`src/rtl/bmc_pkg.sv`:
```
package bmc_pkg;

    localparam int CTRL_BITS = 4;

    typedef enum logic [1:0] {
        ST_HUNT,
        ST_PRE,
        ST_DATA
    } dec_state_e;

    typedef enum logic [1:0] {
        PK_BLOCK,
        PK_LEFT,
        PK_RIGHT,
        PK_NONE
    } pre_kind_e;

    // Interval length in clocks -> half-cells (0 = illegal)
    function automatic logic [1:0] classify(input int unsigned len);
        if (len >= 1 && len <= 2)      return 2'd1;
        else if (len >= 3 && len <= 4) return 2'd2;
        else if (len >= 5 && len <= 7) return 2'd3;
        else                           return 2'd0;
    endfunction

    // Three intervals following the leading three-half-cell run
    function automatic pre_kind_e decode_pre(input logic [1:0] a,
                                             input logic [1:0] b,
                                             input logic [1:0] c);
        if (a == 2'd1 && b == 2'd1 && c == 2'd3)      return PK_BLOCK;
        else if (a == 2'd3 && b == 2'd1 && c == 2'd1) return PK_LEFT;
        else if (a == 2'd2 && b == 2'd1 && c == 2'd2) return PK_RIGHT;
        else                                          return PK_NONE;
    endfunction

endpackage

```
`src/rtl/bmc_edge_timer.sv`:
```
module bmc_edge_timer #(
    parameter int LOSS_CLKS = 32
) (
    input  logic       clk,
    input  logic       rst,
    input  logic       line,
    output logic       sym_valid,
    output logic [1:0] sym,
    output logic       sig_lost
);
    import bmc_pkg::*;

    localparam int CW = $clog2(LOSS_CLKS + 1);
    localparam logic [CW-1:0] CNT_MAX = CW'(LOSS_CLKS);

    logic [2:0]    sync_q;
    logic [CW-1:0] cnt_q;
    logic          edge_w;

    assign edge_w    = sync_q[1] ^ sync_q[2];
    assign sym_valid = edge_w;
    assign sym       = classify(int'(cnt_q) + 1);

    always_ff @(posedge clk) begin
        if (rst) begin
            sync_q   <= '0;
            cnt_q    <= CNT_MAX;
            sig_lost <= 1'b1;
        end else begin
            sync_q <= {sync_q[1:0], line};
            if (edge_w) begin
                cnt_q    <= '0;
                sig_lost <= 1'b0;
            end else begin
                if (cnt_q != CNT_MAX) cnt_q <= cnt_q + 1'b1;
                if (cnt_q == CNT_MAX - 1'b1) sig_lost <= 1'b1;
            end
        end
    end


    edge_clears_lost_chk: assert property (@(posedge clk) disable iff (rst)
        edge_w |=> !sig_lost);

endmodule

```
`src/rtl/bmc_slot_decoder.sv`:
```
module bmc_slot_decoder #(
    parameter int SAMPLE_W = 24
) (
    input  logic                clk,
    input  logic                rst,
    input  logic                sym_valid,
    input  logic [1:0]          sym,
    output logic                frm_valid,
    output logic                frm_right,
    output logic                frm_par_err,
    output logic [3:0]          frm_ctrl,
    output logic [SAMPLE_W-1:0] frm_data,
    output logic                blk_pulse,
    output logic                viol_pulse
);
    import bmc_pkg::*;

    localparam int SLOTS = SAMPLE_W + CTRL_BITS;
    localparam int CW    = $clog2(SLOTS + 1);
    localparam logic [CW-1:0] LAST_SLOT = CW'(SLOTS - 1);

    dec_state_e       state_q;
    logic [1:0]       pidx_q;
    logic [1:0]       pat0_q, pat1_q;
    logic             right_q;
    logic             half_q;
    logic [CW-1:0]    bcnt_q;
    logic [SLOTS-1:0] sr_q;

    logic             bit_ev, bit_val, bad_sym, half_nx;
    logic [SLOTS-1:0] shifted;
    pre_kind_e        kind;

    assign kind    = decode_pre(pat0_q, pat1_q, sym);
    assign shifted = {bit_val, sr_q[SLOTS-1:1]};

    always_comb begin
        bit_ev  = 1'b0;
        bit_val = 1'b0;
        bad_sym = 1'b0;
        half_nx = half_q;
        if (state_q == ST_DATA && sym_valid) begin
            case (sym)
                2'd2: if (half_q) bad_sym = 1'b1;
                      else        bit_ev  = 1'b1;
                2'd1: if (half_q) begin
                          bit_ev  = 1'b1;
                          bit_val = 1'b1;
                          half_nx = 1'b0;
                      end else begin
                          half_nx = 1'b1;
                      end
                default: bad_sym = 1'b1;
            endcase
        end
    end

    always_ff @(posedge clk) begin
        if (rst) begin
            state_q     <= ST_HUNT;
            pidx_q      <= '0;
            pat0_q      <= '0;
            pat1_q      <= '0;
            right_q     <= 1'b0;
            half_q      <= 1'b0;
            bcnt_q      <= '0;
            sr_q        <= '0;
            frm_valid   <= 1'b0;
            frm_right   <= 1'b0;
            frm_par_err <= 1'b0;
            frm_ctrl    <= '0;
            frm_data    <= '0;
            blk_pulse   <= 1'b0;
            viol_pulse  <= 1'b0;
        end else begin
            frm_valid  <= 1'b0;
            blk_pulse  <= 1'b0;
            viol_pulse <= 1'b0;
            if (sym_valid) begin
                case (state_q)
                    ST_HUNT: if (sym == 2'd3) begin
                        state_q <= ST_PRE;
                        pidx_q  <= '0;
                    end
                    ST_PRE: if (sym == 2'd0) begin
                        viol_pulse <= 1'b1;
                        state_q    <= ST_HUNT;
                    end else if (pidx_q == 2'd0) begin
                        pat0_q <= sym;
                        pidx_q <= 2'd1;
                    end else if (pidx_q == 2'd1) begin
                        pat1_q <= sym;
                        pidx_q <= 2'd2;
                    end else if (kind == PK_NONE) begin
                        viol_pulse <= 1'b1;
                        state_q    <= ST_HUNT;
                    end else begin
                        state_q   <= ST_DATA;
                        right_q   <= (kind == PK_RIGHT);
                        blk_pulse <= (kind == PK_BLOCK);
                        bcnt_q    <= '0;
                        half_q    <= 1'b0;
                    end
                    ST_DATA: if (bad_sym) begin
                        viol_pulse <= 1'b1;
                        state_q    <= ST_HUNT;
                    end else begin
                        half_q <= half_nx;
                        if (bit_ev) begin
                            sr_q   <= shifted;
                            bcnt_q <= bcnt_q + 1'b1;
                            if (bcnt_q == LAST_SLOT) begin
                                frm_valid   <= 1'b1;
                                frm_right   <= right_q;
                                frm_data    <= shifted[SAMPLE_W-1:0];
                                frm_ctrl    <= shifted[SLOTS-1:SAMPLE_W];
                                frm_par_err <= ^shifted;
                                state_q     <= ST_HUNT;
                            end
                        end
                    end
                    default: state_q <= ST_HUNT;
                endcase
            end
        end
    end


    viol_no_frame_chk: assert property (@(posedge clk) disable iff (rst)
        viol_pulse |-> !frm_valid);

endmodule

```
`src/rtl/bmc_frame_store.sv`:
```
module bmc_frame_store #(
    parameter int SAMPLE_W = 24,
    parameter int WINDOW   = 768
) (
    input  logic                clk,
    input  logic                rst,
    input  logic                frm_valid,
    input  logic                frm_right,
    input  logic                frm_par_err,
    input  logic [3:0]          frm_ctrl,
    input  logic [SAMPLE_W-1:0] frm_data,
    input  logic                blk_pulse,
    input  logic                viol_pulse,
    input  logic                sig_lost,
    output logic                lock,
    output logic [SAMPLE_W-1:0] left_sample,
    output logic [3:0]          left_ctrl,
    output logic [SAMPLE_W-1:0] right_sample,
    output logic [3:0]          right_ctrl,
    output logic                parity_err
);
    localparam int WW = $clog2(WINDOW + 1);
    localparam logic [WW-1:0] WIN_LAST = WW'(WINDOW - 1);

    logic [WW-1:0] win_q;

    always_ff @(posedge clk) begin
        if (rst || sig_lost) begin
            lock         <= 1'b0;
            win_q        <= '0;
            left_sample  <= '0;
            left_ctrl    <= '0;
            right_sample <= '0;
            right_ctrl   <= '0;
            parity_err   <= 1'b0;
        end else begin
            if (viol_pulse) begin
                lock <= 1'b0;
            end else if (blk_pulse) begin
                lock  <= 1'b1;
                win_q <= '0;
            end else if (lock) begin
                if (win_q == WIN_LAST) lock <= 1'b0;
                else                   win_q <= win_q + 1'b1;
            end
            if (frm_valid) begin
                parity_err <= frm_par_err;
                if (frm_right) begin
                    right_sample <= frm_data;
                    right_ctrl   <= frm_ctrl;
                end else begin
                    left_sample <= frm_data;
                    left_ctrl   <= frm_ctrl;
                end
            end
        end
    end


    lost_blanks_chk: assert property (@(posedge clk) disable iff (rst)
        sig_lost |=> (!lock && left_sample == '0 && right_sample == '0 && !parity_err));


    lock_rise_chk: assert property (@(posedge clk) disable iff (rst)
        $rose(lock) |-> $past(blk_pulse));


    left_hold_chk: assert property (@(posedge clk) disable iff (rst)
        (!sig_lost && !(frm_valid && !frm_right)) |=> $stable(left_sample));


    viol_drop_chk: assert property (@(posedge clk) disable iff (rst)
        viol_pulse |=> !lock);

endmodule

```
`src/rtl/bmc_frame_decoder.sv`:
```
module bmc_frame_decoder #(
    parameter int SAMPLE_W     = 24,
    parameter int LOSS_CLKS    = 32,
    parameter int BLOCK_FRAMES = 192
) (
    input  logic                clk,
    input  logic                rst,
    input  logic                bmc_in,
    output logic                lock,
    output logic                sig_lost,
    output logic [SAMPLE_W-1:0] left_sample,
    output logic [3:0]          left_ctrl,
    output logic [SAMPLE_W-1:0] right_sample,
    output logic [3:0]          right_ctrl,
    output logic                parity_err
);
    localparam int CLK_PER_FRAME = 2 * 32 * 4;
    localparam int WINDOW        = (BLOCK_FRAMES + 1) * CLK_PER_FRAME;

    logic                sym_valid;
    logic [1:0]          sym;
    logic                frm_valid, frm_right, frm_par_err;
    logic [3:0]          frm_ctrl;
    logic [SAMPLE_W-1:0] frm_data;
    logic                blk_pulse, viol_pulse;

    bmc_edge_timer #(.LOSS_CLKS(LOSS_CLKS)) u_timer (
        .clk       (clk),
        .rst       (rst),
        .line      (bmc_in),
        .sym_valid (sym_valid),
        .sym       (sym),
        .sig_lost  (sig_lost)
    );

    bmc_slot_decoder #(.SAMPLE_W(SAMPLE_W)) u_dec (
        .clk         (clk),
        .rst         (rst),
        .sym_valid   (sym_valid),
        .sym         (sym),
        .frm_valid   (frm_valid),
        .frm_right   (frm_right),
        .frm_par_err (frm_par_err),
        .frm_ctrl    (frm_ctrl),
        .frm_data    (frm_data),
        .blk_pulse   (blk_pulse),
        .viol_pulse  (viol_pulse)
    );

    bmc_frame_store #(.SAMPLE_W(SAMPLE_W), .WINDOW(WINDOW)) u_store (
        .clk          (clk),
        .rst          (rst),
        .frm_valid    (frm_valid),
        .frm_right    (frm_right),
        .frm_par_err  (frm_par_err),
        .frm_ctrl     (frm_ctrl),
        .frm_data     (frm_data),
        .blk_pulse    (blk_pulse),
        .viol_pulse   (viol_pulse),
        .sig_lost     (sig_lost),
        .lock         (lock),
        .left_sample  (left_sample),
        .left_ctrl    (left_ctrl),
        .right_sample (right_sample),
        .right_ctrl   (right_ctrl),
        .parity_err   (parity_err)
    );

endmodule

```
`config.mk`:
```
export PLATFORM = sky130hd
export DESIGN_NAME = bmc_frame_decoder
export DESIGN_NICKNAME = d
export VERILOG_FILES = /design/src/rtl/bmc_pkg.sv /design/src/rtl/bmc_edge_timer.sv /design/src/rtl/bmc_slot_decoder.sv /design/src/rtl/bmc_frame_store.sv /design/src/rtl/bmc_frame_decoder.sv
export SDC_FILE = /design/constraint.sdc
export NUM_CORES = 1
export LEC_CHECK = 0
export ABC_AREA = 1
export CAP_MARGIN = 30
export CORE_MARGIN = 2
export CORE_UTILIZATION = 57
export CTS_CLUSTER_DIAMETER = 100
export DETAILED_ROUTE_END_ITERATION = 6
export HOLD_SLACK_MARGIN = 0.05
export PLACE_DENSITY_LB_ADDON = 0.12
export SKIP_LAST_GASP = 1
export SLEW_MARGIN = 20
export SYNTH_ARGS = -nofsm -noshare
export SYNTH_HDL_FRONTEND = slang
export SYNTH_SLANG_ARGS = --single-unit
```
`constraint.sdc`:
```
create_clock -name clk -period 2.75 [get_ports clk]
set_input_delay 0.275 -clock clk [delete_from_list [all_inputs] [get_ports clk]]
set_output_delay 0.275 -clock clk [all_outputs]
set_load 0.005 [all_outputs]
```
After elaboration in Yosys (flattened, before gate mapping)
Index checks and enable logic that the tools add are counted.
W data, S select, Z words.
{ "totals": {"in_bits": 3, "word_cells": 177, "out_inout_bits": 59, "regBits": 160} }
{ "classes": {"n_addsub": 4, "mux": 60, "reduce_logical": 38, "n_lt_le_gt_ge": 6, "eq_ne": 31, "n_bitwise": 12} }
{ "op_table": {"columns": ["operator", "n"], "rows": [
  ["$le A32 B3 Y1 const B", 2],
  ["$mux W16", 3],
  ["$mux W2", 17],
  ["$ge A32 B1 Y1 const B", 1],
  ["$ge A32 B2 Y1 const B", 1],
  ["$ge A32 B3 Y1 const B", 1],
  ["$le A32 B2 Y1 const B", 1],
  ["$mux W5", 6],
  ["$reduce_xor A28 Y1", 1],
  ["$mux W1", 25],
  ["$add A16 B1 Y16 const B", 1],
  ["$eq A16 B16 Y1 const B", 1],
  ["$reduce_and A5 Y1", 3],
  ["$eq A2 B2 Y1 const B", 7],
  ["$ne A2 B2 Y1 const B", 7],
  ["$mux W6", 2],
  ["$reduce_and A6 Y1", 2],
  ["$not A1 Y1", 11],
  ["$eq A2 B1 Y1 const B", 5],
  ["$logic_and A1 B1 Y1", 10],
  ["$pmux W5 S2", 1],
  ["$reduce_bool A2 Y1", 5],
  ["$ne A3 B2 Y1 const B", 3],
  ["$reduce_and A9 Y1", 1],
  ["other kinds (21)", 34]
]} }

Logic depth before layout (Yosys ltp)
{ "depth": {"ltp_word": 17, "ltp_mapped": 17, "mapped_depth_nobuf": 16} }

By module
Synthesis repeated with hierarchy kept, for this count alone.
{ "hier_totals": {"cells_unflattened": 1061, "hier_area_um2": 7388.3} }
{ "modules_own_cells": {"columns": ["mod", "cells_each", "seq_area_each_um2", "area_each_um2", "instances"], "rows": [
  ["bmc_slot_decoder", 507, 1501.4, 3575.9, 1],
  ["bmc_frame_store", 457, 1481.4, 3135.5, 1],
  ["bmc_edge_timer", 97, 200.2, 676.9, 1]
]} }

Worst setup path before layout
No wires, ideal clock.
{ "synth_path": {"kind": "register to register", "start": "reg u_timer.cnt_q[1]", "end": "reg u_dec.bcnt_q[1]", "period_less_slack_ps": 2033, "stages_incl_launch_ff": 16, "t_arrival_ps": 1915, "path_buffers": 1, "path_slack_ps": 717, "setup_ps": 117, "required_time_ps": 2633, "cell_sequence": "dfxtp_1 ha_1 nand3_1 nor2_1 inv_1 nand2_2 nand3_1 nor2_4 nor2_1 nor2_2 buf_4 nor2_4 nor2_8 nand3_1 nand2_1 nor2_1"} }
{ "synth_between": {"elab_chain_len": 14, "word_cells_on_any_way": 33, "classes_between": "1 x add/sub; 6 x order compare; 8 x eq/ne; 10 x mux; 8 x reduce/logical"} }
{ "synth_lines": {"columns": ["element", "line_no", "source"], "rows": [
  ["from (decl)", "bmc_edge_timer.sv:17", "logic [CW-1:0] cnt_q;"],
  ["from (signal assigned)", "bmc_edge_timer.sv:35", "if (cnt_q != CNT_MAX) cnt_q <= cnt_q + 1'b1;"],
  ["$add A6 B1 Y7 *", "bmc_edge_timer.sv:22", "assign sym = classify(int'(cnt_q) + 1);"],
  ["$ge A32 B3 Y1 or $le A32 B3 Y1 (tied branches)", "bmc_pkg.sv:22", "else if (len >= 5 && len <= 7) return 2'd3;"],
  ["$logic_and A1 B1 Y1", "bmc_pkg.sv:22", null],
  ["$mux W2", "bmc_pkg.sv:22", null],
  ["$mux W2", "bmc_pkg.sv:21", "else if (len >= 3 && len <= 4) return 2'd2;"],
  ["$mux W2 *", "bmc_pkg.sv:20", "if (len >= 1 && len <= 2) return 2'd1;"],
  ["$eq A2 B2 Y1", "bmc_pkg.sv:32, bmc_slot_decoder.sv:43", null],
  ["$logic_and A1 B1 Y1", "bmc_pkg.sv:32", "else if (a == 2'd2 && b == 2'd1 && c == 2'd2) return PK_RIGHT;"],
  ["$mux W1", "bmc_pkg.sv:32", null],
  ["$mux W2", "bmc_pkg.sv:31", "else if (a == 2'd3 && b == 2'd1 && c == 2'd1) return PK_LEFT;"],
  ["$mux W2", "bmc_pkg.sv:30", "if (a == 2'd1 && b == 2'd1 && c == 2'd3) return PK_BLOCK;"],
  ["$eq A2 B2 Y1", "bmc_slot_decoder.sv:94", "end else if (kind == PK_NONE) begin"],
  ["$ne A2 B2 Y1 (no source line)", null, null],
  ["$reduce_and A8 Y1 (no source line) *", null, null],
  ["to (signal assigned)", "bmc_slot_decoder.sv:111", "bcnt_q <= bcnt_q + 1'b1;"],
  ["to (decl)", "bmc_slot_decoder.sv:27", "logic [CW-1:0] bcnt_q;"]
]} }
Mark *: on every way between the ends. The rest lies on a longest branch, timed or not.
A chain may end at the register's enable or synchronous reset.

Worst setup path in the final report
{ "layout_path": {"start": "reg u_timer.cnt_q[0]", "end": "reg u_dec.bcnt_q[0]"} }
The elaborated chain is that of the path after synthesis.

==> out/summary.md <==
In the synthesized netlist the dominant register cell turns out to be sky130_fd_sc_hd__dfxtp_1. The tree is rooted in a sky130_fd_sc_hd__clkbuf_16. Counting flops and latches in the post-synthesis netlist gives 159. The library cells used most frequently in the layout, excluding fill and tap cells, are 233 x sky130_fd_sc_hd__nor2_1, 158 x sky130_fd_sc_hd__dfxtp_1, 112 x sky130_fd_sc_hd__o21ai_0. The run gives 0 as the buffer count from post-CTS setup fixing. The smallest clock period supported by the final layout is computed as 2.43 ns.

The clock insertion delay at the later pin of the skew report was 0.42 ns. The flow ran to the end, and the final reports show no timing, DRC or antenna violations. The mapped netlist covers 6680 um2. The number of different library cells used by synthesis comes to 35.

Number of setup violations in the final report: 0. The die is 112 um wide. For the number of clock sinks seen by CTS, the log shows 159. STA puts the critical path data arrival time at 2.77 ns. For this run, the detailed router's first-pass iteration total came to 5. For this run, asynchronously set or reset flops after synthesis account for 0%. The detailed router finished its first iteration with 462 violations. The max-slew headroom at the worst pin was 38.5%; the largest net degree at the start of global routing was 51. The initial core utilization is 58.5%, and the final hold slack is 0.381 ns. The tools report the global routing usage on met1 as 34.5%. TritonCTS built the clock tree. The half-perimeter wire length after placement was 10600 um.

STA classifies the critical path endpoint as a register. TritonCTS buffer count: 17. The tools report the total number of placement rows as 39.

The residual antenna-violating net count after detailed routing is 0, and the number of buffers inserted by hold repair at cts is 0. The floorplan step defined a die boundary enclosing 12600 um2. The tools report the sequential area share after synthesis as 47.7%.

The layer with the highest usage is met2. The met2 global-route usage was 39.0%. The count of port buffers added during placement is 61. Classification of the worst-slack hold path: in -> reg.

Maximum net fanout on the critical path: 28. After synthesis, the largest family of logic cells by area is simple AND/OR/NAND/NOR gates. The run gives 0 as the count of endpoints failing hold in the final timing report. The run gives 11400 um2 as the placeable core area. The Yosys step of the flow raised 0 warnings. The synthesized netlist devotes 3.28% of its cell area to XOR and XNOR gates.

The completed layout was analyzed and its total power is 0.00481 W. The synthesized netlist devotes 1.69% of its cell area to adder and majority cells. At the end of routability-driven placement, the weighted congestion stood at 0.899. The number of antenna diodes in the final layout is 0. The initial antenna violation count was 0.

The longest clock path from root to sink contains 2 buffers. Data on the critical path is required at its endpoint by 3.09 ns. Derived from the worst setup path, the maximum achievable clock frequency is 412 MHz. For met3 alone, demand over resource in global routing was 5.35%.

The maximum vdd drop was 0.506 mV; the multiplexer fraction of the synthesized cell area was 0%. The tool flagged a number of max-cap violations equal to 0. The leakage power of the design was 3.06 nW; the number of enable flip-flop cells after synthesis was 0. For this run, the total global-route usage over all layers was measured as 24.8%.

Clock skew on the completed layout was measured at 0.0120 ns. Summed over all layers, the global routing overflow is 0. The launching element type of the critical path is a register.

The cell count after synthesis was 909. Compared with the post-synthesis result, the final layout area differs by 19.1%. Setup repair after global routing left no endpoint under its margin. The worst setup path is of the reg -> reg kind. The die is 112 um tall.

Cells fill 69.6% of the core in the end. Transition time at the pin with the least slew margin: 0.922 ns. The clock input transition at the sequential cells of the worst setup and hold paths came out at 0.06 ns.

Each instance of the synthesized netlist takes up on average 7.35 um2. The number of pins with negative max-slew slack in the final report came out at 0. The first global-routing pass estimated 25600 um of wire. The share of cells above drive strength 1 is 6.78%, and the routed wire length is 15200 um.

By area the synthesized netlist is led by sky130_fd_sc_hd__dfxtp_1 48%, sky130_fd_sc_hd__nor2_1 13%, sky130_fd_sc_hd__o21ai_0 8.4%. Of the total synthesized cell area, the portion taken by AND, OR, NAND and NOR gates is 26.5%. The share of the synthesized area in the top cell type is 47.7%.

The tools report the total number of vias as 5969. For the via count of the first global-routing pass, the log shows 5439. The fraction of the cycle the final worst path needs is 88.4%.

CTS built an H-tree with a depth of 4. Number of I/O pins: 62. Summing the areas of all compound-gate instances in the mapped netlist gives 14.3% of the synthesized area. The vias per cell works out to 5.34.

The power density normalized to cell area was 604 nW/um2. Synthesis produced a netlist with a net count of 921. The average detailed-routed wire length per instance works out to 13.6 um. The largest area contributor in the netlist was sky130_fd_sc_hd__dfxtp_1. The final layout contains 973 nets. Once the clock tree was built, the resizer swapped 0 gates to a different size. Most common cell after layout, fill and taps aside: sky130_fd_sc_hd__nor2_1.

Summed over all failing endpoints, the final setup total negative slack is 0 ns. After detailed routing, the number of remaining DRC violations is 0.
-- path summary, 6_finish.rpt --
| check | startpoint | end | slack, ns | depth (start not counted) |
|---|---|---|---|---|
| worst max-delay path | u_timer.cnt_q[0] | u_dec.bcnt_q[0] | 0.32 | 16 |
| worst min-delay path | bmc_in | u_timer.sync_q[0] | 0.38 | 3 |
| worst max register to register | u_timer.cnt_q[0] | u_dec.bcnt_q[0] | 0.32 | 16 |
| worst min register to register | u_timer.sync_q[0] | u_timer.sync_q[1] | 0.41 | 2 |
-- power by group --
| group | leakage [nW] | switching (W) | total (W) | internal (W) |
|---|---|---|---|---|
| clock | 0.256 | 0.000928 | 0.00218 | 0.00125 |
| sequential | 1.28 | 0.0000265 | 0.00235 | 0.00232 |
| combinational | 1.53 | 0.000188 | 0.000280 | 0.0000915 |
-- area by class of cell --
type	instances	area, um2
repair buffers	70	682
inverters	77	294
clock inverters	11	80.1
fillers	954	3470
flip-flops and latches	159	3180
multi-input cells	636	3050
clock buffers	21	480
well taps	143	179
-- worst max-delay path, cell delays in order (launching register included) --
cell and delay [ns]:
sky130_fd_sc_hd__dfxtp_1 0.42, sky130_fd_sc_hd__ha_1 0.22, sky130_fd_sc_hd__nand3_1 0.12, sky130_fd_sc_hd__nor2_1 0.15, sky130_fd_sc_hd__inv_1 0.08, sky130_fd_sc_hd__nand2_2 0.08
sky130_fd_sc_hd__nand3_1 0.15, sky130_fd_sc_hd__nor2_4 0.15, sky130_fd_sc_hd__nor2_1 0.07, sky130_fd_sc_hd__nor2_2 0.14, sky130_fd_sc_hd__buf_6 0.24, sky130_fd_sc_hd__nor2_4 0.07
sky130_fd_sc_hd__nor2_8 0.14, sky130_fd_sc_hd__nand2_4 0.08, sky130_fd_sc_hd__nand2_1 0.07, sky130_fd_sc_hd__nand2_1 0.05, sky130_fd_sc_hd__nor2_1 0.11
-- state kept, by name, summed over array words and instances (netlist names), 3 cells and up --
| name | count |
|---|---|
| u_store.right_ctrl | 4 |
| u_dec.frm_ctrl | 4 |
| u_store.left_sample | 24 |
| u_store.win_q | 16 |
| u_dec.sr_q | 27 |
| u_timer.cnt_q | 6 |
| u_dec.bcnt_q | 5 |
| u_timer.sync_q | 3 |
| u_store.right_sample | 24 |
| u_store.left_ctrl | 4 |
| u_dec.frm_data | 24 |
-- per-stage QoR --
stage / setup WS (ns) / cells / cell area, um2
CTS: 0.154 / 1117 / 7940
global route: 0.0579 / 1117 / 7950
finish: 0.320 / 1117 / 7950
detailed placement: 0.214 / 1085 / 7380
global placement: 0.357 / 1085 / 7380
floorplan: 0.717 / 909 / 6680
-- cells in the mapped netlist (all sizes together) (3+ instances only) --
cell type,instances
buf,11
nor3,14
ha,9
dfxtp,159
inv,77
nand4,9
or2,3
a21oi,51
xor2,11
o21ai,112
a211oi,11
clkbuf,26
nor2,241
nand3,38
xnor2,14
nand2,111
-- metal layers --
metal	vias up	routed length, um
met5	-	0
li1	3048	-
met3	14	832
met4	0	179
met1	2741	7280
met2	166	6870
-- kinds of logic (layout without fill, tap and decap cells) --
kind of cell / count (synthesis) / count (layout)
AND/OR/NAND/NOR: 423 / 423
AO/OA/AOI/OAI: 179 / 179
flip-flops: 159 / 159
buffers and inverters: 114 / 179
XOR/XNOR: 25 / 25
adder cells (fa/ha/maj): 9 / 9
(Power assumes the default switching activity.)
